**src/rtl/dual_timer_split.sv**
```systemverilog
module dual_timer_split #(
  parameter int PRESC_W = 5
) (
  input  logic       clk,
  input  logic       rst_n,
  input  logic       mc_tick,
  input  logic       cnt_pin0,
  input  logic       cnt_pin1,
  input  logic       gate_pin0,
  input  logic       gate_pin1,
  input  logic       wr_en,
  input  logic [2:0] wr_addr,
  input  logic [7:0] wr_data,
  input  logic [2:0] rd_addr,
  output logic [7:0] rd_data
);
  localparam logic [2:0] A_CTL = 3'd0, A_CFG = 3'd1, A_TL0 = 3'd2,
                         A_TH0 = 3'd3, A_TL1 = 3'd4, A_TH1 = 3'd5;

  logic       run0, run1, ovf0, ovf1, pin0_q, pin1_q;
  logic [7:0] cfg, tl0, th0, tl1, th1;

  wire [1:0] m0   = cfg[1:0];
  wire       ext0 = cfg[2];
  wire       gt0  = cfg[3];
  wire [1:0] m1   = cfg[5:4];
  wire       ext1 = cfg[6];
  wire       gt1  = cfg[7];
  wire       split = (m0 == 2'd3);

  wire fall0 = mc_tick & pin0_q & ~cnt_pin0;
  wire fall1 = mc_tick & pin1_q & ~cnt_pin1;

  wire inc0  = run0 & (~gt0 | gate_pin0) & (ext0 ? fall0 : mc_tick);
  wire inc0h = split & run1 & mc_tick;
  wire en1   = split | (run1 & (~gt1 | gate_pin1));
  wire src1  = split ? mc_tick : (ext1 ? fall1 : mc_tick);
  wire inc1  = (m1 != 2'd3) & en1 & src1;

  function automatic logic [16:0] step(input logic [1:0] m, input logic [7:0] h, input logic [7:0] l);
    logic [16:0] r;
    r = {1'b0, h, l};
    case (m)
      2'd0: begin
        if (&l[PRESC_W-1:0]) begin
          r[PRESC_W-1:0] = '0;
          r[15:8] = h + 8'd1;
          r[16] = &h;
        end else begin
          r[PRESC_W-1:0] = l[PRESC_W-1:0] + 1'b1;
        end
      end
      2'd1: r = {1'b0, h, l} + 17'd1;
      2'd2: begin
        if (&l) begin
          r[7:0] = h;
          r[16] = 1'b1;
        end else begin
          r[7:0] = l + 8'd1;
        end
      end
      default: begin
        r[7:0] = l + 8'd1;
        r[16] = &l;
      end
    endcase
    return r;
  endfunction

  wire [16:0] nxt0 = step(m0, th0, tl0);
  wire [16:0] nxt1 = step(m1, th1, tl1);
  wire        set1 = split ? (inc0h & (&th0)) : (inc1 & nxt1[16]);

  always_ff @(posedge clk) begin
    if (!rst_n) begin
      run0 <= 1'b0; run1 <= 1'b0; ovf0 <= 1'b0; ovf1 <= 1'b0;
      pin0_q <= 1'b0; pin1_q <= 1'b0;
      cfg <= '0; tl0 <= '0; th0 <= '0; tl1 <= '0; th1 <= '0;
    end else begin
      if (mc_tick) begin
        pin0_q <= cnt_pin0;
        pin1_q <= cnt_pin1;
      end
      if (inc0) begin
        tl0 <= nxt0[7:0];
        if (!split) th0 <= nxt0[15:8];
      end
      if (inc0h) th0 <= th0 + 8'd1;
      if (inc1) begin
        tl1 <= nxt1[7:0];
        th1 <= nxt1[15:8];
      end
      if (wr_en) begin
        case (wr_addr)
          A_CTL: begin
            run0 <= wr_data[0]; ovf0 <= wr_data[1];
            run1 <= wr_data[2]; ovf1 <= wr_data[3];
          end
          A_CFG: cfg <= wr_data;
          A_TL0: tl0 <= wr_data;
          A_TH0: th0 <= wr_data;
          A_TL1: tl1 <= wr_data;
          A_TH1: th1 <= wr_data;
          default: ;
        endcase
      end
      if (inc0 && nxt0[16]) ovf0 <= 1'b1;
      if (set1) ovf1 <= 1'b1;
    end
  end

  always_comb begin
    case (rd_addr)
      A_CTL:   rd_data = {4'b0, ovf1, run1, ovf0, run0};
      A_CFG:   rd_data = cfg;
      A_TL0:   rd_data = tl0;
      A_TH0:   rd_data = th0;
      A_TL1:   rd_data = tl1;
      A_TH1:   rd_data = th1;
      default: rd_data = '0;
    endcase
  end

  wire wr_t1 = wr_en && (wr_addr == A_TL1 || wr_addr == A_TH1);

  assert_t0_idle_R6: assert property (@(posedge clk) disable iff (!rst_n)
    (!(run0 && (!gt0 || gate_pin0)) && !(wr_en && wr_addr == A_TL0)) |=> $stable(tl0));

  assert_th0_hold_R9: assert property (@(posedge clk) disable iff (!rst_n)
    (split && !run1 && !(wr_en && wr_addr == A_TH0)) |=> $stable(th0));

  assert_t1_free_R10: assert property (@(posedge clk) disable iff (!rst_n)
    (split && !m1[1] && mc_tick && !wr_t1) |=> (tl1 != $past(tl1)));

  assert_t1_hold_R11: assert property (@(posedge clk) disable iff (!rst_n)
    (m1 == 2'd3 && !wr_t1) |=> $stable({th1, tl1}));

  assert_m1_wrap_R4: assert property (@(posedge clk) disable iff (!rst_n)
    (mc_tick && run0 && !gt0 && !ext0 && m0 == 2'd1 && (&{th0, tl0}) &&
     !(wr_en && (wr_addr == A_TL0 || wr_addr == A_TH0)))
    |=> (ovf0 && th0 == 8'd0 && tl0 == 8'd0));
endmodule

```
**config.mk**
```make
export PLATFORM = sky130hd
export DESIGN_NAME = dual_timer_split
export DESIGN_NICKNAME = d
export VERILOG_FILES = /design/src/rtl/dual_timer_split.sv
export SDC_FILE = /design/constraint.sdc
export NUM_CORES = 1
export LEC_CHECK = 0
export ABC_AREA = 1
export BUFFER_PORTS_ARGS = -buffer_cell sky130_fd_sc_hd__buf_2
export CAP_MARGIN = 0
export CELL_PAD_IN_SITES_DETAIL_PLACEMENT = 0
export CELL_PAD_IN_SITES_GLOBAL_PLACEMENT = 2
export CORE_MARGIN = 2
export CORE_UTILIZATION = 34
export CTS_BUF_LIST = sky130_fd_sc_hd__clkbuf_4 sky130_fd_sc_hd__clkbuf_8
export DETAILED_ROUTE_END_ITERATION = 7
export PLACE_DENSITY_LB_ADDON = 0.1
export SYNTH_ARGS = -nofsm -noshare
export SYNTH_HDL_FRONTEND = slang
export SYNTH_SLANG_ARGS = --single-unit
```
**constraint.sdc**
```tcl
create_clock -name clk -period 2.3 [get_ports clk]
set_input_delay 0.115 -clock clk [delete_from_list [all_inputs] [get_ports clk]]
set_output_delay 0.115 -clock clk [all_outputs]
set_load 0.02 [all_outputs]
```
==> impl_results.md <==
* P per Cell Area at between 400 and 500 nW/um2
* Setup crit end: th1[7]
* WS Path Type: flip-flop to flip-flop
* Fmax at around 0.5 GHz
* ANT cells at 0
* Post-Synthesis Cells at about 630
* Via/cell ratio at approximately 5.6
* Largest net degree at the start of global routing at 45
* Detailed placement HPWL at between 10000 and 15000 um
* Hold Slack at between 0.04 and 0.05 ns
* Hold crit path type: input port to flip-flop
* Lkg Pwr at 1.79 nW
* TritonCTS Sinks at 46
* Register area at around 920 um2
* Layout cells sized above 1 at between 10% and 20%
* Most frequent cells in the layout: 138 x nand2_1, 78 x o21ai_0, 75 x a21oi_1, 73 x inv_1, 54 x nor2_1
* R2r setup slk at 0.30 ns
* Tcrit/Tclk final at about 87%
* Synth unique cells at 45
* Register area share after synthesis at about a quarter
* Clk_skew at 0.0122 ns
* Final Hold Viols at 0
* CTS tree: done
* Multi-input gate area at ~2500 um2
* Filler instances at ~1200
* Core Area at roughly 11000 um2
* Residual DRC count at 0
* Via count at 4481
* Largest family of logic cells by synthesized area: simple AND/OR/NAND/NOR gates
* CP arrival at approximately 2.3 ns
* Routability cong. at about 0.93
* Maxcap violations at 0
* Max IR drop VDD at between 0.2 and 0.25 mV
* Die area at roughly 12000 um2
* GRT Total Usage at 25.0%
* TritonCTS buffer count at 5
* # rows at 38
* Pre-antenna DRT Iters at 5
* Setup-failing EPs final at 0
* IO Count at 30
* Final max-slew violation count at 0
* Post-cts gate resize count at 0
* Post-Synth XOR/XNOR Area at 1.38%
* Setup bufs post-CTS at 0
* Reg2Reg Depth at 12
* Antenna violations before repair at 1
* Mapped cell area at roughly 3800 um2
* Post-route ant nets at 0
* Required time of the critical path at around 2.6 ns
* Synth Area in Simple Gates at between 30% and 40%
* Post-synthesis compound-gate area fraction at ~30%
* Worst rel slew slack at about half
* Syn_area_per_cell at a little over 6 um2
* Worst-path clk slew at approximately 0.090 ns
* CP max FO at 5
* Die height at ~110 um
* Global-route wire length before repair at approximately 23000 um
* Slew @ Worst Pin at between 0.7 and 0.8 ns
* RSZ-0062 raised after global routing: no
* Worst Setup End Kind: flip-flop
* Clock Tree Root: clkbuf_8
* Synthesized Nets at around 660
* Most common cell after layout, fill and taps aside: nand2_1
* Tmin final at 2.00 ns
* RR Startpoint: tl1[0]
* Status: finished clean
* Critical Path Source: tl1[0]
* Flops & latches, synth at 46
* CTS HTree Levels at 2
* Average wire per standard cell at ~18 um
* Longest Clk Path Bufs at 2
* Die width at roughly 110 um
* Mux cell area share after synthesis at 0%
* Crit Reg-Reg Endpoint: th1[7]
* PortBufs at 29
* Initial core utilization at about a third
* Adder-Cell Fraction of Synth Area at about 1.6%
* Area delta synth->final at 13.1%
* Final TNS setup at 0 ns
* Crit start category: flip-flop
* Total gr overflow at 0
* Routed wire length at 14400 um
* Vias in the first global route at roughly 4000
* Ys Warns at 0
* Worst-Skew Late Latency at approximately 0.33 ns
* Initial DRC Count at about 390
* Hold buffer count at CTS at 0
* Nets at 693
-- final cells by class --
class                   count  share of cell area, %
multi-input cells         487                   58.2
repair buffers             43                   5.79
clock buffers               6                   1.91
clock inverters             2                   1.39
inverters                  83                   7.36
flip-flops and latches     46                   21.3
well taps                 140                   4.05
-- metrics by stage --
stage | cell area [um2] | total power, mW | utilization, % | setup WS (ns) | instances
global route | 4320 | 2.03 | 39.7 | 0.0548 | 807
finish | 4320 | 1.95 | 39.7 | 0.300 | 807
global placement | 4180 | 1.18 | 38.4 | 0.459 | 799
CTS | 4320 | 1.96 | 39.7 | 0.356 | 807
floorplan | 3820 | 1.05 | - | 0.632 | 629
detailed placement | 4180 | 1.17 | 38.4 | 0.383 | 799
-- per-layer routing --
| metal | routed length (um) | vias to the layer above | part of all wire [%] | track usage, % |
|---|---|---|---|---|
| met3 | 1140 | 22 | 7.9 | 3.53 |
| met1 | 7340 | 2053 | 51 | 39.3 |
| met4 | 269 | 0 | 1.9 | 7.96 |
| met5 | 0 | - | 0 | 0 |
| met2 | 5610 | 205 | 39 | 34.4 |
| li1 | - | 2201 | - | - |
-- how the worst min path moves through the flow --
stage / from / end / slack, ns / cells after the start
after floorplan: mc_tick / pin1_q / 0.21 / 1
after global placement: cnt_pin1 / pin1_q / 0.37 / 3
after detailed placement: cnt_pin1 / pin1_q / 0.37 / 3
after CTS: cnt_pin1 / pin1_q / 0.03 / 3
after global routing: cnt_pin1 / pin1_q / 0.04 / 3
final: cnt_pin1 / pin1_q / 0.04 / 3
-- power by group --
| group | switching [mW] | internal [mW] |
|---|---|---|
| Combinational | 0.197 | 0.0955 |
| Sequential | 0.0394 | 0.827 |
| Clock | 0.328 | 0.464 |
-- worst max-delay path: stages (launching register included) --
cell and delay (ns):
dfxtp_1 0.39, ha_1 0.20, nand2_1 0.07, nor2_2 0.17, ha_1 0.29, nand4_1 0.14, inv_1 0.12, nand2_1 0.08
a21oi_1 0.14, o21ai_0 0.10, nand2_1 0.07, nand2_1 0.05, a21oi_1 0.12
-- sequential cells by signal (all words and copies together), names as in the netlist --
| name | count |
|---|---|
| run0 | 1 |
| pin0_q | 1 |
| pin1_q | 1 |
| th1 | 8 |
| ovf1 | 1 |
| tl0 | 8 |
| tl1 | 8 |
| th0 | 8 |
| ovf0 | 1 |
| run1 | 1 |
| cfg | 8 |
-- Yosys cell counts (all sizes together) --
| cell | number | area [um2] |
|---|---|---|
| inv | 81 | 304 |
| buf | 8 | 47.5 |
| o32ai | 1 | 8.76 |
| ha | 5 | 62.6 |
| nand2 | 144 | 571 |
| a21oi | 77 | 393 |
| a31oi | 4 | 25.0 |
| or2 | 1 | 6.26 |
| nand3 | 44 | 230 |
| a221oi | 4 | 35.0 |
| o31ai | 2 | 28.8 |
| a21boi | 1 | 7.51 |
| o211ai | 4 | 30.0 |
| nor2 | 66 | 312 |
| a31o | 2 | 17.5 |
| a22oi | 5 | 37.5 |
| xor2 | 6 | 52.6 |
| o22ai | 13 | 81.3 |
| nor3b | 1 | 7.51 |
| clkinv | 2 | 13.8 |
| nand4 | 7 | 43.8 |
| nand3b | 3 | 22.5 |
| o21ai | 86 | 460 |
| dfxtp | 46 | 921 |
| nor3 | 11 | 81.3 |
| clkbuf | 5 | 18.8 |
-- kinds of logic after synthesis --
group           after synthesis
flops                        46
xor+xnor                      6
simple gates                277
compound gates              199
fa+ha+maj                     5
buf+inv                      96
Power figures use the tool's default switching activity.
